$ cat src/rtl/bsw_pkg.sv
package bsw_pkg;

  typedef enum logic [1:0] {
    SZ_LONG = 2'd0,
    SZ_HALF = 2'd1,
    SZ_BYTE = 2'd2,
    SZ_ALT  = 2'd3
  } size_e;

  typedef enum logic [1:0] {
    SW_NONE    = 2'd0,
    SW_REVERSE = 2'd1,
    SW_PAIRS   = 2'd2,
    SW_HALVES  = 2'd3
  } swap_e;

  typedef struct packed {
    size_e size;
    logic  big_end;
    swap_e swap;
  } cfg_t;

endpackage

$ cat src/rtl/bsw_cfg_latch.sv
module bsw_cfg_latch
  import bsw_pkg::*;
#(
  parameter int NB   = 4,
  parameter int IDXW = $clog2(NB),
  parameter int LW   = $clog2(IDXW + 1)
) (
  input  logic          clk,
  input  logic          rst,
  input  cfg_t          cfg_in,
  output cfg_t          cfg_q,
  output logic [LW-1:0] nlog_q
);

  // Selects are captured only while reset is held; they then stay frozen.
  always_ff @(posedge clk) begin
    if (rst) begin
      cfg_q <= cfg_in;
      case (cfg_in.size)
        SZ_HALF: nlog_q <= LW'(1);
        SZ_BYTE: nlog_q <= LW'(IDXW);
        default: nlog_q <= '0;
      endcase
    end
  end

endmodule

$ cat src/rtl/bsw_byte_swap.sv
module bsw_byte_swap
  import bsw_pkg::*;
#(
  parameter int BW   = 9,
  parameter int NB   = 4,
  parameter int DW   = BW * NB,
  parameter int IDXW = $clog2(NB)
) (
  input  logic [DW-1:0] din,
  input  swap_e         mode,
  output logic [DW-1:0] dout
);

  // Each reorder mode is an XOR on the byte index.
  logic [IDXW-1:0] mask;

  always_comb begin
    case (mode)
      SW_NONE:    mask = '0;
      SW_REVERSE: mask = IDXW'(NB - 1);
      SW_PAIRS:   mask = IDXW'(1);
      default:    mask = IDXW'(NB / 2);
    endcase
  end

  for (genvar i = 0; i < NB; i++) begin : g_lane
    logic [IDXW-1:0] src;
    assign src = IDXW'(i) ^ mask;
    assign dout[i*BW +: BW] = din[src*BW +: BW];
  end

endmodule

$ cat src/rtl/bsw_piece_sel.sv
module bsw_piece_sel #(
  parameter int BW   = 9,
  parameter int NB   = 4,
  parameter int DW   = BW * NB,
  parameter int IDXW = $clog2(NB),
  parameter int LW   = $clog2(IDXW + 1)
) (
  input  logic [DW-1:0]   word,
  input  logic [LW-1:0]   nlog,
  input  logic            big_end,
  input  logic [IDXW-1:0] idx,
  output logic [DW-1:0]   piece
);

  localparam int PWW = IDXW + 1;

  logic [IDXW-1:0] last_idx;
  logic [IDXW-1:0] pos;
  logic [IDXW-1:0] base;
  logic [PWW-1:0]  pw;

  // pw counts bytes per piece; base is the first byte of the chosen piece.
  always_comb begin
    last_idx = IDXW'((32'd1 << nlog) - 32'd1);
    pos      = big_end ? (last_idx - idx) : idx;
    base     = IDXW'(pos << (IDXW - int'(nlog)));
    pw       = PWW'(1) << (IDXW - int'(nlog));
  end

  for (genvar j = 0; j < NB; j++) begin : g_out
    logic [IDXW-1:0] sel;
    assign sel = base + IDXW'(j);
    assign piece[j*BW +: BW] = (PWW'(j) < pw) ? word[sel*BW +: BW] : '0;
  end

endmodule

$ cat src/rtl/bsw_rd_stage.sv
module bsw_rd_stage
  import bsw_pkg::*;
#(
  parameter  int BW = 9,
  parameter  int NB = 4,
  localparam int DW = BW * NB
) (
  input  logic          clk,
  input  logic          rst,
  input  logic [1:0]    cfg_size,
  input  logic          cfg_big_endian,
  input  logic [1:0]    cfg_swap,
  input  logic [DW-1:0] fifo_data,
  input  logic          fifo_empty,
  output logic          fifo_pop,
  output logic [DW-1:0] out_data,
  output logic          out_valid,
  input  logic          out_rd
);

  localparam int IDXW = $clog2(NB);
  localparam int LW   = $clog2(IDXW + 1);
  localparam int HW   = BW * (NB / 2);

  cfg_t            cfg_in;
  cfg_t            cfg_q;
  logic [LW-1:0]   nlog_q;
  logic [DW-1:0]   swapped;
  logic [DW-1:0]   piece_n;

  logic [DW-1:0]   word_q, word_n;
  logic [IDXW-1:0] idx_q, idx_n;
  logic            vld_q, vld_n;
  logic [IDXW-1:0] last_idx;
  logic            is_last, take, load;

  assign cfg_in = '{size: size_e'(cfg_size), big_end: cfg_big_endian, swap: swap_e'(cfg_swap)};

  bsw_cfg_latch #(.NB(NB), .IDXW(IDXW), .LW(LW)) u_cfg (
    .clk    (clk),
    .rst    (rst),
    .cfg_in (cfg_in),
    .cfg_q  (cfg_q),
    .nlog_q (nlog_q)
  );

  bsw_byte_swap #(.BW(BW), .NB(NB), .DW(DW), .IDXW(IDXW)) u_swap (
    .din  (fifo_data),
    .mode (cfg_q.swap),
    .dout (swapped)
  );

  // Pop on an empty holder, or together with the final piece (no bubble).
  assign last_idx = IDXW'((32'd1 << nlog_q) - 32'd1);
  assign is_last  = (idx_q == last_idx);
  assign take     = vld_q & out_rd;
  assign load     = ~rst & ~fifo_empty & (~vld_q | (take & is_last));
  assign fifo_pop = load;

  always_comb begin
    vld_n  = vld_q;
    idx_n  = idx_q;
    word_n = word_q;
    if (load) begin
      vld_n  = 1'b1;
      idx_n  = '0;
      word_n = swapped;
    end else if (take) begin
      if (is_last) vld_n = 1'b0;
      else         idx_n = idx_q + IDXW'(1);
    end
  end

  // The piece is chosen from the next state so that out_data is a register.
  bsw_piece_sel #(.BW(BW), .NB(NB), .DW(DW), .IDXW(IDXW), .LW(LW)) u_sel (
    .word    (word_n),
    .nlog    (nlog_q),
    .big_end (cfg_q.big_end),
    .idx     (idx_n),
    .piece   (piece_n)
  );

  always_ff @(posedge clk) begin
    if (rst) begin
      vld_q    <= 1'b0;
      idx_q    <= '0;
      word_q   <= '0;
      out_data <= '0;
    end else begin
      vld_q    <= vld_n;
      idx_q    <= idx_n;
      word_q   <= word_n;
      out_data <= vld_n ? piece_n : '0;
    end
  end

  assign out_valid = vld_q;

  a_r1_idle_after_reset: assert property (@(posedge clk) disable iff (rst)
    $fell(rst) |-> (!out_valid && out_data == '0));

  a_r9_pop_needs_data: assert property (@(posedge clk) disable iff (rst)
    fifo_pop |-> !fifo_empty);

  a_r9_no_pop_while_held: assert property (@(posedge clk) disable iff (rst)
    (out_valid && !out_rd) |-> !fifo_pop);

  a_r10_hold_piece: assert property (@(posedge clk) disable iff (rst)
    (out_valid && !out_rd) |=> (out_valid && $stable(out_data)));

  a_r13_refill_next: assert property (@(posedge clk) disable iff (rst)
    fifo_pop |=> out_valid);

  a_r3_half_upper_zero: assert property (@(posedge clk) disable iff (rst)
    (out_valid && cfg_q.size == SZ_HALF) |-> (out_data[DW-1:HW] == '0));

  a_r4_byte_upper_zero: assert property (@(posedge clk) disable iff (rst)
    (out_valid && cfg_q.size == SZ_BYTE) |-> (out_data[DW-1:BW] == '0));

  a_r7_bits_kept: assert property (@(posedge clk) disable iff (rst)
    !fifo_empty |-> ($countones(swapped) == $countones(fifo_data)));

endmodule

$ cat config.mk
export PLATFORM = sky130hd
export DESIGN_NAME = bsw_rd_stage
export DESIGN_NICKNAME = d
export VERILOG_FILES = /design/src/rtl/bsw_pkg.sv /design/src/rtl/bsw_cfg_latch.sv /design/src/rtl/bsw_byte_swap.sv /design/src/rtl/bsw_piece_sel.sv /design/src/rtl/bsw_rd_stage.sv
export SDC_FILE = /design/constraint.sdc
export NUM_CORES = 1
export LEC_CHECK = 0
export BUFFER_PORTS_ARGS = -buffer_cell sky130_fd_sc_hd__buf_4
export CORE_MARGIN = 2
export CORE_UTILIZATION = 50
export DETAILED_ROUTE_END_ITERATION = 10
export MAX_ROUTING_LAYER = met4
export PLACE_DENSITY = 0.73
export SYNTH_ARGS = -nofsm -noshare
export SYNTH_HDL_FRONTEND = slang
export SYNTH_SLANG_ARGS = --single-unit
$ cat constraint.sdc
create_clock -name clk -period 6.9 [get_ports clk]
set_input_delay 1.38 -clock clk [delete_from_list [all_inputs] [get_ports clk]]
set_output_delay 1.38 -clock clk [all_outputs]
set_load 0.005 [all_outputs]
==> results of run 1 <==
[flip-flops by register name, indices dropped and copies added, names as in the netlist]
name and cells:
out_data 36, word_q 36, u_cfg.cfg_q 3, idx_q 2
u_cfg.nlog_q 2, out_valid 1
[worst max-delay path by stage]
| stage | start | endpoint | cells after the start |
|---|---|---|---|
| floorplan | out_rd | fifo_pop | 7 |
| global placement | rst | out_data[10]$_SDFF_PP0_ | 8 |
| detailed placement | rst | out_data[10]$_SDFF_PP0_ | 8 |
| CTS | rst | out_data[10]$_SDFF_PP0_ | 8 |
| global route | rst | out_data[10]$_SDFF_PP0_ | 8 |
| finish | rst | out_data[10]$_SDFF_PP0_ | 8 |
[layout make-up]
cell class	count	share of cell area
clock buffer	11	0.0272
clock inverter	5	0.0153
inverter	9	0.00607
multi-input combinational	327	0.516
sequential	80	0.297
tap	111	0.0250
timing repair buffer	84	0.113
[cells in the mapped netlist, types with 8 or more instances]
| cell | n |
|---|---|
| a21oi_1 | 11 |
| buf_2 | 11 |
| clkbuf_1 | 9 |
| dfxtp_1 | 75 |
| inv_1 | 8 |
| mux2_2 | 11 |
| mux2i_1 | 94 |
| mux4_2 | 26 |
| nand2_1 | 12 |
| nand3_1 | 8 |
| nor2_1 | 66 |
| o21ai_0 | 15 |
[critical path, delay by kind of cell]
family / cells / cell delay, ns
buf+inv: 1 / 0.40
simple gates: 3 / 1.75
compound gates: 4 / 1.05
[logic make-up after synthesis]
group,synth area share
adders and majority gates,0.0159
DFF,0.349
xor gates and xnor gates,0.00715
and+or+nand+nor,0.120
muxes,0.349
buffers and inverters,0.0453
AOI/OAI and AO/OA,0.113
[placed cells by master (no fill, tap or decap), types with 2 or more instances in the layout]
| cell | n |
|---|---|
| a311o_1 | 3 |
| nor2_1 | 66 |
| and2_1 | 2 |
| nand2_1 | 11 |
| o211ai_1 | 5 |
| a21boi_0 | 2 |
| nand3b_1 | 3 |
| ha_1 | 5 |
| mux2i_1 | 94 |
| mux4_2 | 26 |
| inv_1 | 8 |
| o31ai_1 | 5 |
| nand4_1 | 3 |
| nor3_1 | 2 |
| inv_6 | 2 |
| nand3_1 | 8 |
| nand2b_1 | 2 |
| o211a_1 | 2 |
| o22a_1 | 7 |
| bufinv_16 | 2 |
| and4_1 | 2 |
| clkbuf_8 | 11 |
| nor2b_1 | 7 |
| dfxtp_1 | 75 |
| edfxtp_1 | 5 |
| a21oi_1 | 11 |
| o21a_1 | 2 |
| o221ai_1 | 5 |
| o21ai_0 | 15 |
| buf_4 | 84 |
| mux2_2 | 11 |
[routing by layer]
metal | part of all wire | vias up | routed length (um) | track usage
li1 | - | 1804 | - | -
met1 | 0.50 | 1802 | 5330 | 0.331
met2 | 0.43 | 121 | 4620 | 0.312
met3 | 0.060 | 12 | 640 | 0.0538
met4 | 0.010 | 0 | 108 | 0.0468
met5 | 0 | - | 0 | -
[power breakdown]
group,internal [mW],total (mW),switching (mW),leakage (nW)
logic,0.156,0.340,0.184,1.36
clock network,0.226,0.400,0.174,0.117
registers,0.491,0.501,0.0100,0.658
total,0.873,1.24,0.368,2.13
==> results.py, run 1 <==
metrics = {
    "run_status": {
        "status": "completed",
    },
    "sta": {
        "min_period_ns": 4.30,
        "slew_headroom": 0.275,
        "slew_violations": 0,
        "rsz0062_at_grt": "no",
        "worst_pin_slew_ns": 1.08,
        "setup_ws_ns": 2.60,
        "tns_ns": 0,
        "fin_skew_ns": 0.00978,
        "max_freq_mhz": 233,
        "whs_ns": 0.529,
        "setup_viol": 0,
        "hold_violations": 0,
        "fin_crit_sh": 0.623,
    },
    "grt": {
        "grt_first_pass_wirelength_mm": 17.5,
        "grt_overflow_total": 0,
        "antenna_found_initial": 0,
        "grt_usage": 0.224,
        "grt_pass1_vias": 3416,
        "grt_max_degree": 48,
    },
    "synthesis": {
        "synthesis.area_um2": 4730,
        "synthCells": 448,
        "yosysTopAreaCellShare": 0.318,
        "seq_area_frac_synth": 0.349,
        "async_flop_share": 0,
        "syn_area_per_cell_um2": 10.5,
        "yosysUniqueCellTypes": 60,
        "synth_area_leader_cell": "dfxtp_1",
        "synth-edff-count": 5,
        "ys_seq_elements": 80,
        "ys.flop_type": "dfxtp_1",
        "yosys-top-cells-area": "dfxtp_1 32%, mux2i_1 20%, mux4_2 12%",
        "synth_nets": 499,
        "yosys_warnings": 0,
    },
    "hold_path": {
        "min_path_type": "reg -> reg",
        "holdPathStages": 2,
        "holdCritStartpoint": "word_q[30]$_SDFF_PP0_",
        "min_to": "word_q[30]$_SDFF_PP0_",
    },
    "die": {
        "die_w_um": 101,
        "die_y_um": 101,
        "num_rows": 35,
        "coreArea_um2": 9200,
        "dieArea_um2": 10200,
        "num_io_pins": 83,
        "start_util": 0.514,
    },
    "critical_path": {
        "reg2reg_depth": 9,
        "worstSetupPathType": "in -> reg",
        "startpoint_type": "primary input",
        "r2r_start": "u_cfg.nlog_q[1]$_DFFE_PP_",
        "end_kind": "flop",
        "cp_max_fo": 47,
        "slowest_stage": "nand2_2",
        "cpPeakStageDelay_ns": 0.80,
        "crit-reg2reg-capture": "out_data[10]$_SDFF_PP0_",
        "worstPathCellList": "buf_4 > o21ai_0 > or3_1 > a311o_1 > nand2_2 > nand4bb_1 > o22a_1 > o211ai_1",
        "cp.required_ns": 7.18,
        "r2r_slack_ns": 3.09,
        "crit_arrival_ns": 4.58,
    },
    "cts": {
        "postCtsResizedCells": 0,
        "cts_tree": "done",
        "cts_buffers": 9,
        "clk_pin_slew_ns": 0.08,
        "cts_num_sinks": 80,
        "post_cts.repair.setup_buffers": 0,
        "h-tree-depth": 3,
        "insertion_delay_ns": 0.35,
        "cts_root_buf": "clkbuf_8",
        "ctsHoldBuffers": 0,
        "cts.path.max_buffers": 2,
    },
    "finish": {
        "seqCellArea_um2": 1650,
        "instances_no_fill": 627,
        "final_util": 0.605,
        "area_delta_synth_final_pct": 17.7,
        "drive_above_1_share": 0.295,
        "fill_cells": 786,
        "fin_nets": 562,
        "multiInputGateArea_um2": 2870,
        "antenna_cells": 0,
        "design_area_um2": 5560,
    },
    "flow_run": {
        "maxCapViolations": 0,
    },
    "placed_design": {
        "place_hpwl_mm": 8.14,
        "post_dp_cell_area_um2": 5330,
        "dp_slack_ns": 2.21,
        "place_congestion": 0.938,
        "numPortBuffers": 82,
        "dp_cells": 611,
    },
    "route": {
        "first_pass_iters": 4,
        "viasPerCell": 5.96,
        "drtIter0Drc": 225,
        "drtAntennaViolNets": 0,
        "drc": 0,
        "drt-total-wl_mm": 10.7,
        "wl_per_cell_um": 17.1,
        "num_vias": 3739,
    },
    "power": {
        "cellPowerDensity_nw_per_um2": 223,
        "max-vdd-ir-drop_uv": 130,
        "leakage_nw": 2.13,
        "power_mw": 1.24,
    },
}
Power figures use the tool's default switching activity.
==> run 2, diff against run 1 <==
--- a/config.mk
+++ b/config.mk
@@ -10,7 +10,7 @@
 export CORE_UTILIZATION = 50
 export DETAILED_ROUTE_END_ITERATION = 10
 export MAX_ROUTING_LAYER = met4
-export PLACE_DENSITY = 0.73
+export PLACE_DENSITY = 0.75
 export SYNTH_ARGS = -nofsm -noshare
 export SYNTH_HDL_FRONTEND = slang
 export SYNTH_SLANG_ARGS = --single-unit
==> constraint.sdc (replaced) <==
create_clock -name clk -period 3.8 [get_ports clk]
set_input_delay 0.76 -clock clk [delete_from_list [all_inputs] [get_ports clk]]
set_output_delay 0.76 -clock clk [all_outputs]
set_load 0.005 [all_outputs]
==> run 2 against run 1 <==
Effect of this change:
- count of clock-buffer cells in the layout is 1 lower
- clock power is 71% higher
- cell area is 2.0% higher
==> results.py, run 2 (synthesis results as in run 1) <==
metrics = {
    "critical_path": {
        "end_kind": "output pin",
        "cpPeakStageDelay_ns": 0.46,
        "crit-reg2reg-capture": "out_data[27]$_SDFF_PP0_",
        "cp.required_ns": 3.04,
        "r2r_slack_ns": 0.53,
        "startpoint_type": "flop",
        "slowest_stage": "edfxtp_1",
        "crit_arrival_ns": 2.51,
        "r2r_start": "u_cfg.nlog_q[1]$_DFFE_PP_",
        "reg2reg_depth": 9,
        "worstPathCellList": "ha_1 > xnor2_2 > mux2i_1 > o21ai_2 > inv_2 > buf_12 > buf_4",
        "cp_max_fo": 37,
        "cp_num_cells": 7,
        "crit_buf_inv": 3,
        "worstSetupPathType": "reg -> out",
        "path_delay_family": "buffers and inverters",
    },
    "sta": {
        "slew_headroom": 0.525,
        "hold_violations": 0,
        "worst_pin_slew_ns": 0.711,
        "min_period_ns": 3.27,
        "tns_ns": 0,
        "setup_viol": 0,
        "whs_ns": 0.523,
        "setup_ws_ns": 0.533,
        "max_freq_mhz": 306,
        "rsz0062_at_grt": "no",
        "fin_skew_ns": 0.00998,
        "fin_crit_sh": 0.860,
        "slew_violations": 0,
    },
    "finish": {
        "fill_cells": 782,
        "area_delta_synth_final_pct": 20.1,
        "fin_nets": 574,
        "largestRegisters": "out_data x36, word_q x36, u_cfg.cfg_q x3",
        "final_common_cell": "mux2i_1",
        "drive_above_1_share": 0.311,
        "final_cell_mix": "94 x mux2i_1, 93 x buf_4, 75 x dfxtp_1",
        "antenna_cells": 0,
    },
    "grt": {
        "grt_pass1_vias": 3532,
        "antenna_found_initial": 0,
        "grt_usage": 0.235,
        "grt_overflow_total": 0,
        "grt_first_pass_wirelength_mm": 18.1,
        "grt_max_degree": 43,
    },
    "run_status": {
        "status": "completed",
    },
    "route": {
        "drt-total-wl_mm": 11.4,
        "wl_per_cell_um": 17.8,
        "drtIter0Drc": 218,
        "viasPerCell": 5.91,
        "first_pass_iters": 5,
        "num_vias": 3777,
        "drtAntennaViolNets": 0,
        "drc": 0,
    },
    "cts": {
        "h-tree-depth": 3,
        "clk_pin_slew_ns": 0.09,
        "ctsHoldBuffers": 0,
        "post_cts.repair.setup_buffers": 0,
        "cts_buffers": 9,
        "cts_root_buf": "clkbuf_8",
        "insertion_delay_ns": 0.36,
        "postCtsResizedCells": 0,
        "cts.path.max_buffers": 2,
        "cts_tree": "done",
        "cts_num_sinks": 80,
    },
    "die": {
        "dieArea_um2": 10200,
        "die_y_um": 101,
        "num_io_pins": 83,
        "coreArea_um2": 9200,
        "num_rows": 35,
        "die_w_um": 101,
        "start_util": 0.514,
    },
    "placed_design": {
        "dp_slack_ns": 0.634,
        "place_congestion": 0.908,
        "numPortBuffers": 82,
        "place_hpwl_mm": 8.66,
    },
    "hold_path": {
        "holdCritStartpoint": "word_q[14]$_SDFF_PP0_",
        "min_to": "word_q[14]$_SDFF_PP0_",
        "min_path_type": "reg -> reg",
        "holdPathStages": 2,
    },
    "flow_run": {
        "maxCapViolations": 0,
    },
    "power": {
        "max-vdd-ir-drop_uv": 236,
        "cellPowerDensity_nw_per_um2": 394,
        "leakage_nw": 2.19,
    },
}
-- run 2: through the flow --
stage           util  area, um^2  instances  power, mW
2_1_floorplan      -        4730        448       1.38
3_3_place_gp   0.593        5450        623       1.55
5_1_grt        0.617        5670        639       2.34
6_report       0.617        5670        639       2.24
4_1_cts        0.617        5670        639       2.25
3_5_place_dp   0.593        5450        623       1.57
-- run 2: layout make-up --
class | instances | area, um^2 | area share
multi-input combinational | 327 | 2870 | 0.506
timing repair buffer | 96 | 758 | 0.134
sequential | 80 | 1650 | 0.291
inverter | 9 | 33.8 | 0.00595
tap | 111 | 139 | 0.0245
clock buffer | 10 | 149 | 0.0262
clock inverter | 6 | 72.6 | 0.0128
-- run 2: worst max-delay path by stage --
stage,startpoint,to,slack [ns]
floorplan,out_rd,out_data[35]$_SDFF_PP0_,1.08
global placement,u_cfg.nlog_q[1]$_DFFE_PP_,out_data[27]$_SDFF_PP0_,0.72
detailed placement,u_cfg.nlog_q[0]$_DFFE_PP_,out_data[13]$_SDFF_PP0_,0.63
CTS,u_cfg.nlog_q[0]$_DFFE_PP_,fifo_pop,0.56
global route,u_cfg.nlog_q[0]$_DFFE_PP_,out_data[13]$_SDFF_PP0_,0.33
finish,u_cfg.nlog_q[0]$_DFFE_PP_,fifo_pop,0.53
-- run 2: tightest hold or removal path: stages, from the launching register on --
cell and delay, ns:
dfxtp_1 0.32, mux2i_1 0.09, nor2_1 0.08
-- run 2: metal layers --
metal,routed length [um],GRT usage
met4,110,0.0520
met3,594,0.0511
met5,0,-
met2,5030,0.328
met1,5630,0.347
-- run 2: power breakdown --
part	internal (mW)	switching [mW]	leakage, nW
logic	0.301	0.341	1.42
clock network	0.350	0.335	0.109
registers	0.892	0.0194	0.658
==> run 3, diff against run 2 <==
--- a/config.mk
+++ b/config.mk
@@ -10,7 +10,8 @@
 export CORE_UTILIZATION = 50
 export DETAILED_ROUTE_END_ITERATION = 10
 export MAX_ROUTING_LAYER = met4
-export PLACE_DENSITY = 0.75
+export PLACE_DENSITY = 0.71
 export SYNTH_ARGS = -nofsm -noshare
 export SYNTH_HDL_FRONTEND = slang
+export SYNTH_HIERARCHICAL = 1
 export SYNTH_SLANG_ARGS = --single-unit
==> constraint.sdc (replaced) <==
create_clock -name clk -period 4 [get_ports clk]
set_input_delay 0.8 -clock clk [delete_from_list [all_inputs] [get_ports clk]]
set_output_delay 0.8 -clock clk [all_outputs]
set_load 0.005 [all_outputs]
==> run 3 against run 2 <==
Effect of this change:
- first-iteration DRC count is 17% higher
- worst setup slack worse by 0.21 ns
- synthesized cell count up 7.6%
- sequential power shrank 2.2%
- combinational power is 19% higher
- wire length is 3.3% higher
- global-route usage decreased by 2.6 points
- clock skew increased by 0.0038 ns
- register-to-register slack got worse by 0.21 ns
- critical path depth grew 6
- hold slack lost 0.045 ns
- critical path type is now reg -> reg
- highest routed layer unchanged
==> results.py, run 3 <==
metrics = {
    "finish": {
        "largestRegisters": "out_data x36, word_q x36, u_cfg/cfg_q x3",
        "final_util": 0.590,
        "final_cell_mix": "94 x buf_4, 75 x dfxtp_1, 37 x o2bb2ai_1",
        "drive_above_1_share": 0.399,
        "antenna_cells": 0,
        "fin_nets": 598,
        "seqCellArea_um2": 1650,
        "multiInputGateArea_um2": 3590,
        "final_common_cell": "buf_4",
        "area_delta_synth_final_pct": 14.2,
        "fill_cells": 916,
    },
    "synthesis": {
        "syn_area_per_cell_um2": 11.7,
        "yosys_warnings": 6,
        "synth_nets": 534,
        "synthesis.area_um2": 5630,
        "synthCells": 482,
    },
    "sta": {
        "slew_headroom": 0.465,
        "rsz0062_at_grt": "no",
        "setup_viol": 0,
        "worst_pin_slew_ns": 0.802,
        "slew_violations": 0,
        "setup_ws_ns": 0.321,
        "fin_skew_ns": 0.0138,
        "max_freq_mhz": 272,
        "hold_violations": 0,
        "tns_ns": 0,
        "fin_crit_sh": 0.920,
        "min_period_ns": 3.68,
    },
    "cts": {
        "cts_root_buf": "clkbuf_8",
        "cts_buffers": 9,
        "insertion_delay_ns": 0.36,
        "cts_tree": "done",
        "clk_pin_slew_ns": 0.08,
        "cts_num_sinks": 80,
        "cts.path.max_buffers": 2,
        "h-tree-depth": 3,
    },
    "power": {
        "seqPwrFrac": 0.381,
        "power_mw": 2.34,
        "switchingPower_uw": 693,
        "p_int_mw": 1.64,
        "leakage_nw": 2.71,
        "max-vdd-ir-drop_uv": 206,
        "cellPowerDensity_nw_per_um2": 364,
        "p_clk_frac": 0.291,
        "swShare": 0.297,
        "p_comb_frac": 0.328,
    },
    "route": {
        "num_vias": 3976,
        "drtAntennaViolNets": 0,
        "drc": 0,
        "viasPerCell": 5.75,
        "drtIter0Drc": 254,
        "first_pass_iters": 4,
        "drt-total-wl_mm": 11.7,
        "wl_per_cell_um": 17.0,
    },
    "critical_path": {
        "end_kind": "flop",
        "path_delay_family": "simple AND/OR/NAND/NOR gates",
        "worstPathCellList": "or3b_1 > o211a_1 > or3_2 > inv_2 > nor2_1 > inv_1 > ha_1 > mux2i_2 > nor3_1 > o31a_1 > buf_12 > o31ai_1 > and2_1",
        "crit_buf_inv": 3,
        "startpoint_type": "flop",
        "cp.required_ns": 4.29,
        "cp_max_fo": 36,
        "r2r_slack_ns": 0.32,
        "worstSetupPathType": "reg -> reg",
        "slowest_stage": "edfxtp_1",
        "cpPeakStageDelay_ns": 0.49,
        "crit_arrival_ns": 3.97,
    },
    "grt": {
        "grt_usage": 0.208,
        "grtUsageMet2": 0.305,
        "grt_first_pass_wirelength_mm": 18.8,
        "grt_max_degree": 45,
        "top_usage_layer": "met2",
        "grt_overflow_total": 0,
        "antenna_found_initial": 0,
        "grt_pass1_vias": 3684,
        "use_met1": 0.295,
        "met3_usage": 0.0347,
    },
    "die": {
        "num_io_pins": 83,
        "start_util": 0.517,
        "num_rows": 38,
        "coreArea_um2": 10900,
        "dieArea_um2": 12100,
        "die_w_um": 110,
        "die_y_um": 110,
    },
    "placed_design": {
        "place_congestion": 0.809,
        "dp_slack_ns": -0.0493,
        "numPortBuffers": 82,
        "place_hpwl_mm": 8.55,
    },
    "flow_run": {
        "maxCapViolations": 0,
    },
    "run_status": {
        "status": "completed",
    },
    "hold_path": {
        "min_path_type": "reg -> reg",
    },
}
==> run 3: cell count changes in the layout (fill, tap and decap cells not counted), moves of 8 or more <==
cell       before  now
o21ai_0        15    2
nor3b_2         0    8
o211a_1         2   10
a21boi_1        0    9
mux4_1          0   14
mux2_2         11   23
mux2i_1        94    9
mux2_4          0   34
o2bb2ai_1       1   37
nor2_1         66    5
nand2b_1        2   36
and2_1          2   36
==> run 3: timing repair <==
action,4_1_cts,5_1_grt
hold buffers,0,0
resized for setup,0,1
endpoints found under the setup margin,0,1
buffers inserted,0,0
==> run 3: routing by layer <==
layer,share of wire,routed length [um]
met1,0.49,5750
met2,0.45,5250
met3,0.046,536
met4,0.018,206
met5,0,0
==> run 3: power by group through the flow <==
stage | registers, mW | logic (mW) | clock network, mW
after CTS | 0.891 | 0.764 | 0.690
final | 0.891 | 0.765 | 0.680
after global placement | 0.906 | 0.741 | 0
after detailed placement | 0.910 | 0.760 | 0
after floorplan | 0.907 | 0.603 | 0
after global routing | 0.898 | 0.829 | 0.725
==> run 3: tightest hold or removal path: cells and delay by family, from the launching register on <==
kind,cells,cell delay [ns]
compound gates,1,0.06
simple gates,1,0.06
flops,1,0.31
==> run 3: cell type report <==
type,count,share of cell area
Clock inverter,3,0.00682
Timing Repair Buffer,96,0.116
Sequential cell,80,0.257
Inverter,7,0.00409
Clock buffer,13,0.0298
Tap cell,140,0.0273
Multi-Input combinational cell,352,0.559
==> run 3: stage by stage <==
step                area [um^2]  cells  hold slack, ns
floorplan                  5630    482           0.452
global placement           6190    675           0.459
detailed placement         6190    675           0.466
CTS                        6420    691           0.479
global route               6420    691           0.498
finish                     6420    691           0.478
==> run 3: final timing paths <==
path	startpoint	depth (start not counted)	to
setup / recovery	u_cfg/nlog_q[1]$_DFFE_PP_	13	out_data[4]$_SDFF_PP0_
hold / removal	word_q[22]$_SDFF_PP0_	2	word_q[22]$_SDFF_PP0_
setup reg to reg	u_cfg/nlog_q[1]$_DFFE_PP_	13	out_data[4]$_SDFF_PP0_
hold reg to reg	word_q[22]$_SDFF_PP0_	2	word_q[22]$_SDFF_PP0_
